### config.mk
export PLATFORM = sky130hd
export DESIGN_NAME = idx_ea_calc
export DESIGN_NICKNAME = d
export VERILOG_FILES = /design/src/rtl/idx_ea_calc.sv
export SDC_FILE = /design/constraint.sdc
export NUM_CORES = 1
export LEC_CHECK = 0
export BUFFER_PORTS_ARGS = -buffer_cell sky130_fd_sc_hd__clkbuf_2
export CAP_MARGIN = 20
export CORE_ASPECT_RATIO = 0.75
export CORE_MARGIN = 2
export CORE_UTILIZATION = 40
export CTS_CLUSTER_DIAMETER = 120
export DETAILED_ROUTE_END_ITERATION = 8
export GPL_TIMING_DRIVEN = 0
export PLACE_DENSITY = 0.61
export SYNTH_ARGS = -nofsm -noshare
export SYNTH_HDL_FRONTEND = slang
export SYNTH_SLANG_ARGS = --single-unit
### constraint.sdc
create_clock -name clk -period 4.75 [get_ports clk]
set_clock_uncertainty 0.2 [all_clocks]
set_input_delay 0.7125 -clock clk [delete_from_list [all_inputs] [get_ports clk]]
set_output_delay 0.7125 -clock clk [all_outputs]
set_load 0.02 [all_outputs]
### src/rtl/idx_ea_calc.sv
module idx_ea_calc #(
  parameter int XLEN = 32,
  parameter int WLEN = 16,
  parameter int RFAW = 4
) (
  input  logic            clk,
  input  logic            rst_n,
  input  logic            start_i,
  input  logic [XLEN-1:0] base_i,
  input  logic [WLEN-1:0] ext_i,
  output logic [RFAW-1:0] rf_idx_o,
  input  logic [XLEN-1:0] rf_data_i,
  input  logic            iw_valid_i,
  input  logic [WLEN-1:0] iw_data_i,
  output logic            iw_ready_o,
  output logic            rd_req_o,
  output logic [XLEN-1:0] rd_addr_o,
  input  logic            rd_ack_i,
  input  logic [XLEN-1:0] rd_data_i,
  output logic            done_o,
  output logic [XLEN-1:0] addr_o
);

  typedef enum logic [2:0] {
    S_IDLE, S_IDX, S_BDH, S_BDL, S_ODH, S_ODL, S_MEM, S_SUM
  } st_t;

  st_t            st;
  logic [WLEN-1:0] ext_r;
  logic [XLEN-1:0] base_r, idx_r, od_r;
  logic [WLEN-1:0] hi_r;

  logic [XLEN-1:0] idx_ext, idx_scl, idx_eff, base_eff, sext8, w_sext, w_long;
  logic            take;
  st_t             after_bd;

  assign rf_idx_o  = ext_r[15:12];
  assign idx_ext   = ext_r[11] ? rf_data_i : {{(XLEN-WLEN){rf_data_i[WLEN-1]}}, rf_data_i[WLEN-1:0]};
  assign idx_scl   = idx_ext << ext_r[10:9];
  assign idx_eff   = (ext_r[8] && ext_r[6]) ? '0 : idx_scl;
  assign base_eff  = (ext_r[8] && ext_r[7]) ? '0 : base_r;
  assign sext8     = {{(XLEN-8){ext_r[7]}}, ext_r[7:0]};
  assign w_sext    = {{(XLEN-WLEN){iw_data_i[WLEN-1]}}, iw_data_i};
  assign w_long    = {hi_r, iw_data_i};
  assign iw_ready_o = (st == S_BDH) || (st == S_BDL) || (st == S_ODH) || (st == S_ODL);
  assign take      = iw_valid_i && iw_ready_o;
  assign rd_req_o  = (st == S_MEM);
  assign rd_addr_o = base_r + (ext_r[2] ? '0 : idx_r);
  assign after_bd  = ext_r[1] ? S_ODH : (ext_r[0] ? S_MEM : S_SUM);

  always_ff @(posedge clk or negedge rst_n) begin
    if (!rst_n) begin
      st     <= S_IDLE;
      ext_r  <= '0;
      base_r <= '0;
      idx_r  <= '0;
      od_r   <= '0;
      hi_r   <= '0;
      done_o <= 1'b0;
      addr_o <= '0;
    end else begin
      done_o <= 1'b0;
      case (st)
        S_IDLE: if (start_i) begin
          ext_r  <= ext_i;
          base_r <= base_i;
          od_r   <= '0;
          st     <= S_IDX;
        end
        S_IDX: begin
          idx_r <= idx_eff;
          if (!ext_r[8]) begin
            addr_o <= base_r + sext8 + idx_scl;
            done_o <= 1'b1;
            st     <= S_IDLE;
          end else begin
            base_r <= base_eff;
            st     <= ext_r[5] ? S_BDH : after_bd;
          end
        end
        S_BDH: if (take) begin
          if (ext_r[4]) begin
            hi_r <= iw_data_i;
            st   <= S_BDL;
          end else begin
            base_r <= base_r + w_sext;
            st     <= after_bd;
          end
        end
        S_BDL: if (take) begin
          base_r <= base_r + w_long;
          st     <= after_bd;
        end
        S_ODH: if (take) begin
          if (ext_r[0]) begin
            hi_r <= iw_data_i;
            st   <= S_ODL;
          end else begin
            od_r <= w_sext;
            st   <= S_MEM;
          end
        end
        S_ODL: if (take) begin
          od_r <= w_long;
          st   <= S_MEM;
        end
        S_MEM: if (rd_ack_i) begin
          addr_o <= rd_data_i + (ext_r[2] ? idx_r : '0) + od_r;
          done_o <= 1'b1;
          st     <= S_IDLE;
        end
        S_SUM: begin
          addr_o <= base_r + idx_r;
          done_o <= 1'b1;
          st     <= S_IDLE;
        end
        default: st <= S_IDLE;
      endcase
    end
  end

  p_done_pulse_r11: assert property (@(posedge clk) disable iff (!rst_n)
    done_o |=> !done_o);

  p_busy_start_ignored_r11: assert property (@(posedge clk) disable iff (!rst_n)
    (st != S_IDLE && start_i) |=> $stable(ext_r));

  p_read_hold_r8: assert property (@(posedge clk) disable iff (!rst_n)
    (rd_req_o && !rd_ack_i) |=> (rd_req_o && $stable(rd_addr_o)));

  p_no_read_direct_r8: assert property (@(posedge clk) disable iff (!rst_n)
    rd_req_o |-> (ext_r[1:0] != 2'b00));

  p_short_no_stream_r4: assert property (@(posedge clk) disable iff (!rst_n)
    (iw_ready_o || rd_req_o) |-> ext_r[8]);

  p_scaled_even_r3: assert property (@(posedge clk) disable iff (!rst_n)
    (st == S_IDX && ext_r[10:9] != 2'b00) |=> !idx_r[0]);

endmodule

==> reports/metrics.cfg <==
[outcome]
outcome=completed

[clock_tree]
cts_root_buf=clkbuf_16
tritoncts=done
htreeDepth=4
clk_latency_ps=470
cts_buffers=17
cts_sinks=164
clockBufferDepth=2
cts.clk_slew.worst_paths_ps=70
hold_buffers=0

[run]
cap_violations=0

[timing]
fmax_ghz=0.211
drv_slew=0
finalCritPeriodShare_pct=99.9
setup_violations=0
grt_setup_unrepaired=yes
hold_violations=0
worst_pin_slew_ps=1080
slew_headroom_pct=28.1
fin_crit_ps=4740
timing.final.ws_setup_ps=6.67

[cells_and_area]
fin_cells=2800
final_cell_mix=clkbuf_2 (207), a21oi_1 (187), dfrtp_1 (160)
stdcell_area_mm2=0.0204
syn_to_final_growth_pct=19.1
fillers=4102
drive_gt1_share_pct=20.3
seqCellArea_mm2=0.00411
multi_input_area_mm2=0.0129
final_net_count=2567
final_common_cell=clkbuf_2

[hold_path]
worstHoldPathType=input pin to asynchronous set/reset pin

[routing]
drc=0
routed_wl_mm=69.2
post_drt_wl_per_cell_um=24.7
drt_iter0_markers=1737
vias=16800
via_per_inst=6.00
ant_nets=0
first_pass_iters=5

[global_routing]
antenna_found_initial=5
grt_pass1_wl_mm=101
grt_max_degree=95
grtUsageTotal_pct=30.6
overflow=0
grt_pass1_vias=15900

[placed_design]
placed_area_mm2=0.0189
io_buffers=203
post-place-ws_ps=-1510
place.gp.congestion=1.01
dp.cells=2739
dp_hpwl_mm=56.2

[logic_synthesis]
yosys_warnings=0
synth_area_mm2=0.0171
synth_edf_count=0
ys_ff_latch=164
ys_seq_area_share_pct=23.9
syn-num-nets=2318
synth_area_per_cell_um2=8.73
synth_cells=1965
ys_types=82
ys_dominant_reg_cell=dfrtp_1
synthArstFlopShare_pct=100

[setup_path]
setup.worst_path.class=register to output pin
cp-end-kind=output pin
critPathLaunchType=register
cp_max_fo=5
cp.required_ps=3840
crit_arrival_ps=3830

[floorplan]
die_x_um=243
dieArea_mm2=0.0446
core.rowCount=65
coreArea_mm2=0.0422
io_pins=204
die_h_um=183
start_util_pct=40.6

==> cells in the mapped netlist, drive strengths merged (20+ instances only) <==
| cell | number | area, um2 |
|---|---|---|
| inv | 62 | 233 |
| dfrtp | 164 | 4100 |
| o21a | 23 | 174 |
| a211oi | 31 | 238 |
| and2 | 44 | 275 |
| fa | 67 | 1340 |
| nand2 | 141 | 529 |
| a22o | 30 | 263 |
| buf | 20 | 92.6 |
| a21oi | 197 | 986 |
| o21ai | 110 | 551 |
| clkbuf | 77 | 289 |
| xnor2 | 84 | 736 |
| ha | 153 | 1910 |
| nor2 | 132 | 495 |
| mux2 | 34 | 383 |
| nor2b | 52 | 325 |
| and3 | 20 | 126 |
| xor2 | 44 | 385 |
| a21o | 88 | 663 |
| nand3 | 56 | 280 |
| mux2i | 35 | 350 |
| a31oi | 29 | 181 |
| nor3 | 22 | 110 |
==> layout make-up <==
type                    instances  area share (%)
plain buffers                  92            2.32
clock buffers                  17            2.08
clock inverters                15            1.04
flip-flops and latches        164            20.1
multi-input cells            1642            63.3
diodes                          4          0.0490
well taps                     569            3.49
inverters                      62            1.17
repair buffers                235            6.44
==> critical path, stage by stage (launching register included) <==
cell and delay [ps]:
dfrtp_2 480, clkbuf_16 190, clkbuf_16 140, nor2b_4 110, ha_4 140, inv_2 40
fa_2 370, nor2b_4 150, o31ai_4 70, a21oi_2 220, a211o_1 260, a311o_1 310
nand2_2 90, o211ai_1 240, a21o_1 160, a21oi_2 50, xnor2_1 150, buf_4 160
==> per-layer routing <==
metal | GRT usage [%] | vias to the layer above | wire (um)
met1 | 45.8 | 8224 | 32700
met5 | 0 | - | 16
met4 | 7.90 | 2 | 1570
met2 | 44.5 | 746 | 28600
li1 | - | 7745 | -
met3 | 6.32 | 77 | 6200
==> what timing repair did <==
action / 4_1_cts / 5_1_grt
gates resized for setup: 85 / 81
pin swaps: 25 / 28
buffers inserted: 14 / 14
setup endpoints to repair: 61 / 27
cloned: 1 / 0
==> per-stage QoR <==
step | utilization (%) | hold slack, ps | TNS [ps]
after floorplan | - | 217 | 0
after global placement | 44.7 | 267 | -104810
after detailed placement | 44.9 | 276 | -33710
after CTS | 47.4 | 169 | -45.0
after global routing | 48.4 | 176 | -632
final | 48.4 | 118 | 0
==> cell families after synthesis <==
| family | after synthesis | share of synthesized area [%] |
|---|---|---|
| buffers and inverters | 159 | 3.58 |
| muxes | 77 | 5.33 |
| DFF | 164 | 23.9 |
| and+or+nand+nor | 536 | 15.2 |
| xor gates and xnor gates | 128 | 6.54 |
| adders and majority gates | 220 | 19.0 |
| AOI/OAI and AO/OA | 681 | 26.5 |
==> state kept, by name, summed over array words and instances (netlist names) <==
name    flops
done_o      1
idx_r      32
od_r       32
ext_r      16
st          3
hi_r       16
addr_o     32
base_r     32
==> final timing paths <==
path / cells past startpoint / start / slack (ps) / end
worst max-delay path: 17 / ext_r[2]$_DFFE_PN0P_ / 7 / rd_addr_o[30]
worst min-delay path: 1 / rst_n / 120 / done_o$_DFF_PN0_
worst max register to register: 17 / ext_r[9]$_DFFE_PN0P_ / 60 / addr_o[30]$_DFFE_PN0P_
worst min register to register: 2 / addr_o[1]$_DFFE_PN0P_ / 280 / addr_o[1]$_DFFE_PN0P_
max in group asynchronous: 2 / rst_n / 3330 / ext_r[7]$_DFFE_PN0P_
min in group clk: 3 / ext_i[0] / 270 / ext_r[0]$_DFFE_PN0P_
Power is left out: the tool's default activity adds up to more than one toggle a clock period on the data nets, which glitch-free logic cannot reach.
